--- src/rtl/clkseq_pkg.sv ---
package clkseq_pkg;

   typedef enum logic [2:0] {
      ST_RUN     = 3'd0,
      ST_DRAIN   = 3'd1,
      ST_FREEZE  = 3'd2,
      ST_STOPPED = 3'd3,
      ST_RELOCK  = 3'd4,
      ST_ERROR   = 3'd5
   } seq_state_e;

   localparam int unsigned STATE_W = 3;

endpackage

--- src/rtl/clkseq_sync.sv ---
// Multi-stage synchronizer for an asynchronous level.
module clkseq_sync #(
   parameter int unsigned STAGES = 2
) (
   input  logic clk,
   input  logic rst_n,
   input  logic d,
   output logic q
);

   if (STAGES < 2) begin : g_bad_stages
      $error("clkseq_sync: STAGES must be at least 2");
   end

   logic [STAGES-1:0] chain;

   for (genvar i = 0; i < STAGES; i++) begin : g_stage
      if (i == 0) begin : g_first
         always_ff @(posedge clk or negedge rst_n) begin
            if (!rst_n) chain[i] <= 1'b0;
            else        chain[i] <= d;
         end
      end else begin : g_next
         always_ff @(posedge clk or negedge rst_n) begin
            if (!rst_n) chain[i] <= 1'b0;
            else        chain[i] <= chain[i-1];
         end
      end
   end

   assign q = chain[STAGES-1];

endmodule

--- src/rtl/clkseq_counter.sv ---
// Saturating cycle counter, cleared whenever run is low.
module clkseq_counter #(
   parameter int unsigned W = 8
) (
   input  logic         clk,
   input  logic         rst_n,
   input  logic         run,
   output logic [W-1:0] count
);

   if (W < 1) begin : g_bad_width
      $error("clkseq_counter: W must be at least 1");
   end

   localparam logic [W-1:0] CNT_MAX = '1;

   always_ff @(posedge clk or negedge rst_n) begin
      if (!rst_n)                 count <= '0;
      else if (!run)              count <= '0;
      else if (count != CNT_MAX)  count <= count + 1'b1;
   end

endmodule

--- src/rtl/clkseq_fsm.sv ---
// Sequencing state machine with registered outputs.
module clkseq_fsm
   import clkseq_pkg::*;
#(
   parameter int unsigned TMO_W = 16,
   parameter int unsigned RST_W = 3,
   parameter int unsigned RST_CYC = 4
) (
   input  logic             clk,
   input  logic             rst_n,
   input  logic             sleep_req,
   input  logic             wake_req,
   input  logic             txn_pending,
   input  logic             lock_s,
   input  logic             src_lvl,
   input  logic [TMO_W-1:0] lock_tmo,
   input  logic [TMO_W-1:0] lock_cnt,
   input  logic [RST_W-1:0] rst_cnt,
   output seq_state_e       st,
   output logic             lock_run,
   output logic             block_o,
   output logic             freeze_o,
   output logic             lrst_o,
   output logic             gate_o,
   output logic             dllrst_o,
   output logic             err_o
);

   localparam logic [RST_W-1:0] RST_LAST = RST_W'(RST_CYC - 1);

   seq_state_e nxt;
   logic       wake_pend;
   logic       rst_done;
   logic       tmo_hit;
   logic       wake_any;
   logic       frozen_nxt;

   assign rst_done = dllrst_o && (rst_cnt >= RST_LAST);
   assign tmo_hit  = (lock_tmo != '0) && (lock_cnt >= (lock_tmo - 1'b1));
   assign wake_any = wake_req || wake_pend;
   assign lock_run = (st == ST_RELOCK);

   always_comb begin
      nxt = st;
      unique case (st)
         ST_RUN:     if (sleep_req)             nxt = ST_DRAIN;
         ST_DRAIN:   if (!txn_pending)          nxt = ST_FREEZE;
         ST_FREEZE:  if (!src_lvl)              nxt = ST_STOPPED;
         ST_STOPPED: if (wake_any && rst_done)  nxt = ST_RELOCK;
         ST_RELOCK: begin
            if (lock_s && !src_lvl)             nxt = ST_RUN;
            else if (tmo_hit)                   nxt = ST_ERROR;
         end
         ST_ERROR:   if (rst_done)              nxt = ST_RELOCK;
         default:                               nxt = ST_RUN;
      endcase
   end

   assign frozen_nxt = (nxt == ST_FREEZE) || (nxt == ST_STOPPED) ||
                       (nxt == ST_RELOCK) || (nxt == ST_ERROR);

   always_ff @(posedge clk or negedge rst_n) begin
      if (!rst_n) begin
         st        <= ST_RUN;
         block_o   <= 1'b0;
         freeze_o  <= 1'b0;
         lrst_o    <= 1'b0;
         gate_o    <= 1'b1;
         dllrst_o  <= 1'b0;
         err_o     <= 1'b0;
         wake_pend <= 1'b0;
      end else begin
         st       <= nxt;
         block_o  <= (nxt != ST_RUN) || (st != ST_RUN);
         freeze_o <= frozen_nxt;
         lrst_o   <= frozen_nxt;
         dllrst_o <= ((st == ST_STOPPED) && (nxt == ST_STOPPED)) ||
                     (nxt == ST_ERROR);
         if (st == ST_FREEZE && nxt == ST_STOPPED)     gate_o <= 1'b0;
         else if (st == ST_RELOCK && nxt == ST_RUN)    gate_o <= 1'b1;
         if (nxt == ST_ERROR)                          err_o <= 1'b1;
         else if (nxt == ST_RUN)                       err_o <= 1'b0;
         if (st == ST_STOPPED && nxt == ST_RELOCK)     wake_pend <= 1'b0;
         else if (wake_req && (st == ST_DRAIN || st == ST_FREEZE ||
                               st == ST_STOPPED))      wake_pend <= 1'b1;
      end
   end

endmodule

--- src/rtl/clk_stop_seq.sv ---
// Top level: clock stop and restart sequencer.
module clk_stop_seq
   import clkseq_pkg::*;
#(
   parameter int unsigned TMO_W       = 16,
   parameter int unsigned RST_CYC     = 4,
   parameter int unsigned SYNC_STAGES = 2
) (
   input  logic             clk,
   input  logic             rst_n,
   input  logic             sleep_req,
   input  logic             wake_req,
   input  logic             txn_pending,
   input  logic             dll_locked,
   input  logic             src_clk_lvl,
   input  logic [TMO_W-1:0] lock_tmo,
   output logic             block_txn,
   output logic             freeze,
   output logic             logic_rst,
   output logic             gate_en,
   output logic             dll_rst,
   output logic             lock_err,
   output logic [2:0]       state_o
);

   localparam int unsigned RST_W = $clog2(RST_CYC + 1);

   if (RST_CYC < 1) begin : g_bad_rst
      $error("clk_stop_seq: RST_CYC must be at least 1");
   end
   if (TMO_W < 2) begin : g_bad_tmo
      $error("clk_stop_seq: TMO_W must be at least 2");
   end

   seq_state_e       st;
   logic             lock_s;
   logic             lock_run;
   logic [TMO_W-1:0] lock_cnt;
   logic [RST_W-1:0] rst_cnt;

   clkseq_sync #(.STAGES(SYNC_STAGES)) u_lock_sync (
      .clk   (clk),
      .rst_n (rst_n),
      .d     (dll_locked),
      .q     (lock_s)
   );

   clkseq_counter #(.W(TMO_W)) u_lock_timer (
      .clk   (clk),
      .rst_n (rst_n),
      .run   (lock_run),
      .count (lock_cnt)
   );

   clkseq_counter #(.W(RST_W)) u_rst_timer (
      .clk   (clk),
      .rst_n (rst_n),
      .run   (dll_rst),
      .count (rst_cnt)
   );

   clkseq_fsm #(
      .TMO_W   (TMO_W),
      .RST_W   (RST_W),
      .RST_CYC (RST_CYC)
   ) u_fsm (
      .clk         (clk),
      .rst_n       (rst_n),
      .sleep_req   (sleep_req),
      .wake_req    (wake_req),
      .txn_pending (txn_pending),
      .lock_s      (lock_s),
      .src_lvl     (src_clk_lvl),
      .lock_tmo    (lock_tmo),
      .lock_cnt    (lock_cnt),
      .rst_cnt     (rst_cnt),
      .st          (st),
      .lock_run    (lock_run),
      .block_o     (block_txn),
      .freeze_o    (freeze),
      .lrst_o      (logic_rst),
      .gate_o      (gate_en),
      .dllrst_o    (dll_rst),
      .err_o       (lock_err)
   );

   assign state_o = st;

endmodule

--- config.mk ---
export PLATFORM = sky130hd
export DESIGN_NAME = clk_stop_seq
export DESIGN_NICKNAME = d
export VERILOG_FILES = /design/src/rtl/clkseq_pkg.sv /design/src/rtl/clkseq_sync.sv /design/src/rtl/clkseq_counter.sv /design/src/rtl/clkseq_fsm.sv /design/src/rtl/clk_stop_seq.sv
export SDC_FILE = /design/constraint.sdc
export NUM_CORES = 1
export LEC_CHECK = 0
export BUFFER_PORTS_ARGS = -buffer_cell sky130_fd_sc_hd__buf_4
export CORE_MARGIN = 1.5
export CORE_UTILIZATION = 61
export DETAILED_ROUTE_END_ITERATION = 10
export PLACE_DENSITY_LB_ADDON = 0.25
export SYNTH_ARGS = -nofsm -noshare
export SYNTH_HDL_FRONTEND = slang
export SYNTH_SLANG_ARGS = --single-unit
--- constraint.sdc ---
create_clock -name clk -period 5.8 [get_ports clk]
set_clock_uncertainty 0.15 [all_clocks]
set_input_delay 0.87 -clock clk [delete_from_list [all_inputs] [get_ports clk]]
set_output_delay 0.87 -clock clk [all_outputs]
set_load 0.01 [all_outputs]
# ---- Word level (Yosys, flattened, before mapping)
# Cells that the tools add are included.
dict set report totals {
  in_bits 23
  out_inout_bits 9
  elab_cells 73
  register_bits 30
}
dict set report op_classes {
  n_addsub 3
  reduce_logical 26
  muxes 18
  n_lt_le_gt_ge 2
  n_eq_ne 13
}
# cell count
set ops {}
lappend ops {{$mux W16} 2}
lappend ops {{$mux W3} 9}
lappend ops {{$pmux W3 S6} 1}
lappend ops {{$add A16 B1 Y16 const B} 1}
lappend ops {{$ge A16 B16 Y1} 1}
lappend ops {{$ne A16 B16 Y1 const B} 1}
lappend ops {{$reduce_bool A16 Y1} 1}
lappend ops {{$sub A16 B1 Y16 const B} 1}
lappend ops {{$eq A3 B2 Y1 const B} 4}
lappend ops {{$eq A3 B3 Y1 const B} 4}
lappend ops {{$logic_and A1 B1 Y1} 9}
lappend ops {{$logic_or A1 B1 Y1} 8}
lappend ops {{$logic_not A3 Y1} 2}
lappend ops {{$mux W1} 6}
lappend ops {{$reduce_bool A2 Y1} 3}
lappend ops {{$reduce_bool A3 Y1} 2}
lappend ops {{$ne A2 B2 Y1 const B} 2}
lappend ops {{$add A3 B1 Y3 const B} 1}
lappend ops {{$eq A3 B1 Y1 const B} 1}
lappend ops {{$ge A3 B2 Y1 const B} 1}
lappend ops {{$ne A3 B3 Y1 const B} 1}
lappend ops {{$logic_not A1 Y1} 1}

# ---- Logic depth before layout (Yosys ltp)
# Gate-level depths: netlist of the first run.
dict set report logic_depth {
  depth_word 10
  depth_mapped 11
}

# ---- Modules after synthesis
# Synthesis of the first run repeated with hierarchy kept, for this count alone.
dict set report hier_totals {
  hier_cells 250
  area_unflattened_um2 2282.2
}
# module area_each_um2 seq_area_each_um2 n_inst cells_per_inst
set modules_own_cells {}
lappend modules_own_cells {clkseq_fsm 1141.1 226.5 1 136}
lappend modules_own_cells {{clkseq_counter (u_lock_timer)} 943.4 400.4 1 101}
lappend modules_own_cells {{clkseq_counter (u_rst_timer)} 147.6 75.1 1 11}
lappend modules_own_cells {clkseq_sync 50.0 50.0 1 2}

# ---- Worst setup path after synthesis of the first run
# Ideal clock, no wire load.
dict set report synth_timing {
  kind {input-to-reg}
  start {input port lock_tmo[4]}
  end {register u_fsm.err_o}
  path_slack_ns 2.252
  t_required_ns 5.567
  path_buffers 1
  stages 11
  arrival_ns 3.315
  cell_sequence {or4_1 clkbuf_1 or2_1 nor3_1 xnor2_1 ha_1 nand4_1 or2_2 a2111oi_0 nor4_1 o21ai_0}
}
dict set report synth_between {
  elab_chain_len 8
  elab_cells_between_ends 11
  cone_classes {add/sub: 1; order compare: 1; eq/ne: 1; mux: 4; reduce/logical: 4}
}
# element line_no
set synth_rtl {}
lappend synth_rtl {{start: declaration} clk_stop_seq.sv:16} ;# input logic [TMO_W-1:0] lock_tmo,
lappend synth_rtl {{$sub A16 B1 Y16} clkseq_fsm.sv:39} ;# assign tmo_hit = (lock_tmo != '0) && (lock_cnt >= (lock_tmo - 1'b1));
lappend synth_rtl {{$ge A16 B16 Y1} clkseq_fsm.sv:39}
lappend synth_rtl {{$logic_and A1 B1 Y1 (*)} clkseq_fsm.sv:39}
lappend synth_rtl {{$mux W3 (*)} clkseq_fsm.sv:52} ;# else if (tmo_hit) nxt = ST_ERROR;
lappend synth_rtl {{$mux W3 (*)} clkseq_fsm.sv:51} ;# if (lock_s && !src_lvl) nxt = ST_RUN;
lappend synth_rtl {{$pmux W3 S6 (*)} clkseq_fsm.sv:45} ;# unique case (st)
lappend synth_rtl {{$eq A3 B3 Y1 / $logic_not A3 Y1 (equally long branches)} {clkseq_fsm.sv:81, clkseq_fsm.sv:82}}
lappend synth_rtl {{$mux W1 / $reduce_bool A2 Y1 (equally long branches)} -}
lappend synth_rtl {{end signal: assignment} clkseq_fsm.sv:70} ;# err_o <= 1'b0;
lappend synth_rtl {{end signal: assignment} clkseq_fsm.sv:81} ;# if (nxt == ST_ERROR) err_o <= 1'b1;
lappend synth_rtl {{end signal: assignment} clkseq_fsm.sv:82} ;# else if (nxt == ST_RUN) err_o <= 1'b0;
lappend synth_rtl {{end: declaration} clkseq_fsm.sv:26} ;# output logic err_o
# Mark *: on every way between the ends. The rest lies on a longest branch, timed or not.
# A chain may end at the register's enable or synchronous reset.

# ---- Final worst setup path of the first run
# Ends and elaborated chain as after synthesis.

==> flow_metrics.py, run 1 <==
metrics = {
    "logic_synthesis": {
        "synth-xor-area-share_pct": 9.80,
        "ys_types": 41,
        "synth.cell_area_um2": 2140,
        "syn_nets": 284,
        "ys.flop_type": "dfrtp_1",
        "synthArstFlopShare_pct": 100,
        "synth.avg_cell_area_um2": 8.97,
        "synth_simple_gate_area_share_pct": 24.7,
        "ys_warn_count": 0,
        "ys_seq_area_share_pct": 35.1,
        "muxShareOfSynthArea_pct": 1.40,
        "synth_compound_gate_area_share_pct": 12.8,
        "synthAdderAreaFrac_pct": 12.8,
        "synth_seq_cells": 30,
        "synth_edf_count": 0,
        "postSynthCellCount": 239,
        "synth_top_family_by_area": "simple AND/OR/NAND/NOR gates",
    },
    "layout": {
        "drive_gt1_share_pct": 16.2,
        "layout_common_cells": "31 x buf_4, 29 x nor2_1, 29 x dfrtp_1",
        "n_antenna_cell": 0,
        "nFillCells": 279,
        "nNetsFinal": 315,
        "area_growth_pct": 14.5,
        "layout_commonest_cell": "buf_4",
    },
    "die": {
        "core-area_um2": 3360,
        "floorplan.die_area_um2": 3880,
        "die_y_um": 62.3,
        "ioPinCount": 32,
        "die_w_um": 62.3,
        "rows": 21,
        "start_util_pct": 63.8,
    },
    "detailed_routing": {
        "drtIter0Drc": 79,
        "vias": 1841,
        "vias_per_cell": 5.81,
        "wl_per_cell_um": 14.5,
        "firstDrtPassIters": 4,
        "drc_errors": 0,
        "drt-total-wl_um": 4580,
        "ant_nets": 0,
    },
    "timing": {
        "maxSlewHeadroom_pct": 60.7,
        "fin_ws_ps": 2190,
        "tns_ps": 0,
        "tightest_slew_ps": 589,
        "fmax_mhz": 277,
        "setup_violations": 0,
        "period_needed_ps": 3610,
        "hold_violations": 0,
        "period_share_pct": 62.2,
        "rsz0062_at_grt": "no",
        "slew_viol_final": 0,
    },
    "clocking": {
        "post-cts-setup-buffers": 0,
        "clk_path_buf_depth": 2,
        "clk_latency_ps": 340,
        "root_buffer": "clkbuf_4",
        "path_clk_slew_ps": 100,
        "ctsResizeCount": 0,
        "clock-sinks": 30,
        "cts_hold_buf": 0,
        "cts_tree": "done",
        "ctsHtreeMaxLevel": 2,
        "cts_buffers": 5,
    },
    "critical_path": {
        "critPathSlowestCell": "or4_1",
        "required_ps": 5920,
        "critPathCaptureType": "flop",
        "worstPathCellList": "buf_4 > or4_1 > or2_1 > nor3_1 > xnor2_1 > ha_1 > nand4_1 > or2_2 > a2111oi_0 > nor4_1 > o21ai_0",
        "slowest_delay_ps": 630,
        "criticalPathCategory": "input port to flop",
        "critPathBufInv": 1,
        "crit_fanout": 6,
        "crit_path_start_kind": "input port",
        "crit_arrival_ps": 3720,
        "crit_family": "simple AND/OR/NAND/NOR gates",
    },
    "grt": {
        "globalRouteOverflowTotal": 0,
        "grt_pass1_vias": 1748,
        "grt_max_degree": 31,
        "grt_first_pass_wirelength_um": 7800,
        "grt_usage_pct": 25.6,
        "antenna_found_initial": 0,
    },
    "placement": {
        "io_buffers": 31,
        "place_ws_ps": 1870,
        "dp_hpwl_um": 3470,
        "gp_congestion": 0.842,
    },
    "power_and_ir_drop": {
        "pwr_density_cell_nw_per_um2": 216,
        "internal-power_w": 0.000356,
        "p_switching_w": 0.000174,
        "power_frac_seq_pct": 49.1,
        "irDropWorstVdd_uv": 175,
        "p_sw_share_pct": 32.9,
        "power_frac_comb_pct": 25.8,
        "p_clk_share_pct": 25.1,
        "power_leakage_nw": 1.05,
    },
    "run": {
        "maxCapViolCount": 0,
    },
    "run_status": {
        "status": "completed",
    },
    "min_path": {
        "hold_path.class": "flop to flop",
    },
}
final cells by class:
type / instances / area, um^2 / share of cell area [%]
Clock buffer: 7 / 55.1 / 2.24
Clock inverter: 1 / 5.00 / 0.204
Inverter: 9 / 33.8 / 1.38
Multi-Input combinational cell: 193 / 1320 / 53.7
Sequential cell: 30 / 752 / 30.6
Tap cell: 46 / 57.6 / 2.34
Timing Repair Buffer: 31 / 233 / 9.48
worst reg2reg max path: cells and delay by family, from the launching register on:
family / cells / cell delay (ps)
AO/OA/AOI/OAI: 4 / 1160
AND/OR/NAND/NOR: 1 / 190
flip-flops: 1 / 420
adder cells (fa/ha/maj): 2 / 430
cells in the mapped netlist (all sizes together), types with 2 or more instances:
cell	count	share of area [%]
o21ai	16	3.7
mux2i	3	1.4
a2111oi	2	0.82
nor2b	4	1.2
nor4	4	1.2
nand4	6	1.8
nor3	9	2.1
nand2	11	1.9
o211ai	3	1.1
and4	3	1.2
ha	22	13
or4	2	0.70
and2	3	0.88
nand3	15	3.5
or3	3	1.1
clkbuf	6	1.5
o2111ai	2	0.82
xnor2	15	6.1
nor3b	3	1.1
dfrtp	29	34
or2	2	0.58
nor2	29	5.1
inv	9	1.6
a21o	3	1.1
and3	6	1.8
xor2	9	3.7
a21oi	8	1.9
a211oi	2	0.70
path summary, 6_finish.rpt:
kind,start,endpoint,slack [ps],depth (start not counted)
worst max-delay path,lock_tmo[4],u_fsm.err_o$_DFFE_PN0P_,2190,11
worst min register to register,u_lock_sync.chain[0]$_DFF_PN0_,u_lock_sync.q$_DFF_PN0_,260,0
worst max register to register,u_rst_timer.count[0]$_DFFE_PN0P_,u_fsm.st[0]$_DFF_PN0_,3390,7
max in group asynchronous,rst_n,u_fsm.gate_o$_DFFE_PN1P_,4880,1
worst min-delay path,u_lock_sync.chain[0]$_DFF_PN0_,u_lock_sync.q$_DFF_PN0_,260,0
min in group asynchronous,rst_n,u_lock_sync.q$_DFF_PN0_,300,1
logic make-up after synthesis:
| kind of cell | Yosys count |
|---|---|
| muxes | 3 |
| adders and majority gates | 22 |
| and+or+nand+nor | 102 |
| AOI/OAI and AO/OA | 42 |
| buffers and inverters | 16 |
| DFF | 30 |
| xor gates and xnor gates | 24 |
per-stage QoR:
stage | power, W | area, um^2 | instances | hold WS (ps) | util, %
floorplan | 0.000347 | 2140 | 239 | 181 | -
global placement | 0.000398 | 2390 | 309 | 228 | 71.2
detailed placement | 0.000400 | 2390 | 309 | 223 | 71.2
CTS | 0.000533 | 2450 | 317 | 247 | 73.0
global route | 0.000564 | 2450 | 317 | 261 | 73.0
finish | 0.000530 | 2450 | 317 | 261 | 73.0
state kept, by name (all words and copies together), names as in the netlist:
signal / count
u_lock_sync.chain: 1
u_lock_sync.q: 1
u_fsm.freeze_o: 1
u_fsm.block_o: 1
u_fsm.wake_pend: 1
u_fsm.dllrst_o: 1
u_fsm.err_o: 1
u_rst_timer.count: 3
u_fsm.gate_o: 1
u_fsm.st: 3
u_lock_timer.count: 16
power groups by stage:
stage,clock (W),combinational (W),sequential (W)
floorplan,0,0.0000933,0.000254
global placement,0,0.000134,0.000264
detailed placement,0,0.000137,0.000263
CTS,0.000136,0.000138,0.000260
global route,0.000145,0.000154,0.000265
finish,0.000133,0.000137,0.000260
layer usage:
metal	GRT usage (%)	vias to the layer above	wire length, um
met2	44.0	34	2320
met5	0	-	0
met3	5.98	8	128
met1	31.4	880	2060
li1	-	919	-
met4	9.72	0	72
Note: power is estimated with default switching activity, not from simulation.
==> run 2: changes to the inputs <==
CORE_UTILIZATION = 52   (was 61)
clock period = 3.07 ns   (was 5.8 ns; I/O delays follow)
==> run 2 against run 1 <==
Compared with the run above:
- combinational power up 100%
- final cell count up 4.4%
- clock power rose to 3.0 times the previous value
- non-clock buffer count up 10
- first-iteration DRC count up 13%
- sequential share of layout area down 2.2 points
- cell area up 7.6%
- worst hold slack worse by 130 ps
- via count up 1.1%
- die area up 16%
- register-to-register slack worse by 2700 ps
- total power up 120%
- critical endpoint unchanged
- largest cell class unchanged
- highest routed layer unchanged
==> flow_metrics.py, run 2 (same netlist as run 1, synthesis figures left out) <==
metrics = {
    "detailed_routing": {
        "wl_per_cell_um": 14.3,
        "wl_met2_um": 2380,
        "drt-total-wl_um": 4750,
        "drc_errors": 0,
        "vias_per_cell": 5.63,
        "vias": 1862,
        "top_layer": "met4",
        "drt-met1-wl_um": 2090,
        "firstDrtPassIters": 4,
        "drtIter0Drc": 89,
        "ant_nets": 0,
        "wl_met3_um": 204,
    },
    "layout": {
        "n_antenna_cell": 0,
        "largest_reg_flops": 16,
        "area_growth_pct": 23.2,
        "largestRegisters": "u_lock_timer.count (16), u_fsm.st (3), u_rst_timer.count (3)",
        "layout_common_cells": "40 x buf_4, 29 x nor2_1, 29 x dfrtp_1",
        "largest-register": "u_lock_timer.count",
        "fin_cells": 331,
        "fin_area_um2": 2640,
        "layout_commonest_cell": "buf_4",
        "drive_gt1_share_pct": 22.1,
        "nFillCells": 337,
        "regArea_um2": 752,
        "multiInputGateArea_um2": 1370,
        "nNetsFinal": 325,
    },
    "power_and_ir_drop": {
        "p_clk_share_pct": 33.9,
        "p_sw_share_pct": 30.3,
        "irDropWorstVdd_uv": 265,
        "p_switching_w": 0.000352,
        "internal-power_w": 0.000810,
        "power_frac_seq_pct": 42.2,
        "pwr_density_cell_nw_per_um2": 440,
        "power_frac_comb_pct": 23.9,
        "power_leakage_nw": 1.12,
    },
    "timing": {
        "period_share_pct": 96.2,
        "rsz0062_at_grt": "no",
        "maxSlewHeadroom_pct": 64.5,
        "period_needed_ps": 2950,
        "hold_slack_ps": 132,
        "hold_violations": 0,
        "tightest_slew_ps": 531,
        "tns_ps": 0,
        "setup_violations": 0,
        "fmax_mhz": 339,
        "slew_viol_final": 0,
    },
    "clocking": {
        "post-cts-setup-buffers": 0,
        "cts_tree": "done",
        "clk_latency_ps": 280,
        "clk_path_buf_depth": 2,
        "clock-sinks": 30,
        "root_buffer": "clkbuf_8",
        "ctsHtreeMaxLevel": 2,
        "path_clk_slew_ps": 70,
        "cts_buffers": 5,
    },
    "die": {
        "start_util_pct": 54.0,
        "die_y_um": 67.2,
        "rows": 23,
        "floorplan.die_area_um2": 4520,
        "core-area_um2": 3970,
        "die_w_um": 67.2,
        "ioPinCount": 32,
    },
    "placement": {
        "dp.cells": 322,
        "placed_cell_area_um2": 2500,
        "io_buffers": 31,
        "gp_congestion": 0.891,
        "dp_hpwl_um": 3610,
    },
    "grt": {
        "grt_usage_pct": 22.7,
        "grt_max_degree": 31,
        "antenna_found_initial": 0,
        "grt_pass1_vias": 1748,
        "globalRouteOverflowTotal": 0,
        "grt_first_pass_wirelength_um": 7700,
    },
    "critical_path": {
        "critPathCaptureType": "flop",
        "crit_fanout": 3,
        "criticalPathCategory": "input port to flop",
        "crit_path_start_kind": "input port",
        "crit_arrival_ps": 2950,
        "required_ps": 3070,
    },
    "run_status": {
        "status": "completed",
    },
    "run": {
        "maxCapViolCount": 0,
    },
    "min_path": {
        "hold_path.class": "input port to flop",
    },
}
==> run 2: timing repair <==
| item | 4_1_cts | 5_1_grt |
|---|---|---|
| hold buffers | 1 | 0 |
| endpoints found under the setup margin | 0 | 3 |
| resized for setup | 0 | 3 |
| endpoints found under the hold margin | 29 | 0 |
==> run 2: final timing paths <==
path                                                    from                                to  slack (ps)  cells past startpoint
max                                              lock_tmo[9]           u_fsm.err_o$_DFFE_PN0P_         120                     11
min                                               dll_locked    u_lock_sync.chain[0]$_DFF_PN0_         130                      1
max reg2reg                u_lock_timer.count[0]$_DFFE_PN0P_           u_fsm.err_o$_DFFE_PN0P_         720                      8
min reg2reg                   u_lock_sync.chain[0]$_DFF_PN0_           u_lock_sync.q$_DFF_PN0_         210                      0
max in group asynchronous                              rst_n          u_fsm.gate_o$_DFFE_PN1P_        1960                      2
min in group asynchronous                              rst_n  u_rst_timer.count[2]$_DFFE_PN0P_         490                      2
==> run 2: power groups by stage <==
stage	clock [W]	sequential [W]	combinational, W
finish	0.000393	0.000490	0.000278
global route	0.000417	0.000499	0.000313
CTS	0.000398	0.000491	0.000276
detailed placement	0	0.000498	0.000273
global placement	0	0.000499	0.000268
floorplan	0	0.000479	0.000178
==> run 2: per-layer routing <==
metal	vias up	track usage, %
li1	944	-
met1	877	28.8
met2	34	38.4
met3	7	4.00
met4	0	8.67
met5	-	0
==> run 2: final cells by class <==
type / count / share of cell area (%)
Multi-Input combinational cell: 193 / 52.0
Sequential cell: 30 / 28.5
Timing Repair Buffer: 41 / 11.7
Clock buffer: 5 / 2.61
Tap cell: 50 / 2.37
Clock inverter: 3 / 1.52
Inverter: 9 / 1.28
==> run 2: stage by stage <==
step                      setup slack, ps  total power [W]  util [%]
final                                 117          0.00116      66.5
after global routing                 10.7          0.00123      66.5
after CTS                            37.0          0.00117      65.9
after detailed placement             -190         0.000771      62.9
after global placement               -123         0.000768      62.9
after floorplan                      36.2         0.000657         -
==> run 2: worst max-delay path, cell delays in order <==
cell	delay (ps)
buf_4	110
or4_1	540
or3_4	370
nor3_2	140
xnor2_1	160
ha_1	280
nand4_1	110
or2_2	150
a21oi_1	70
nor4_2	410
o21ai_0	150
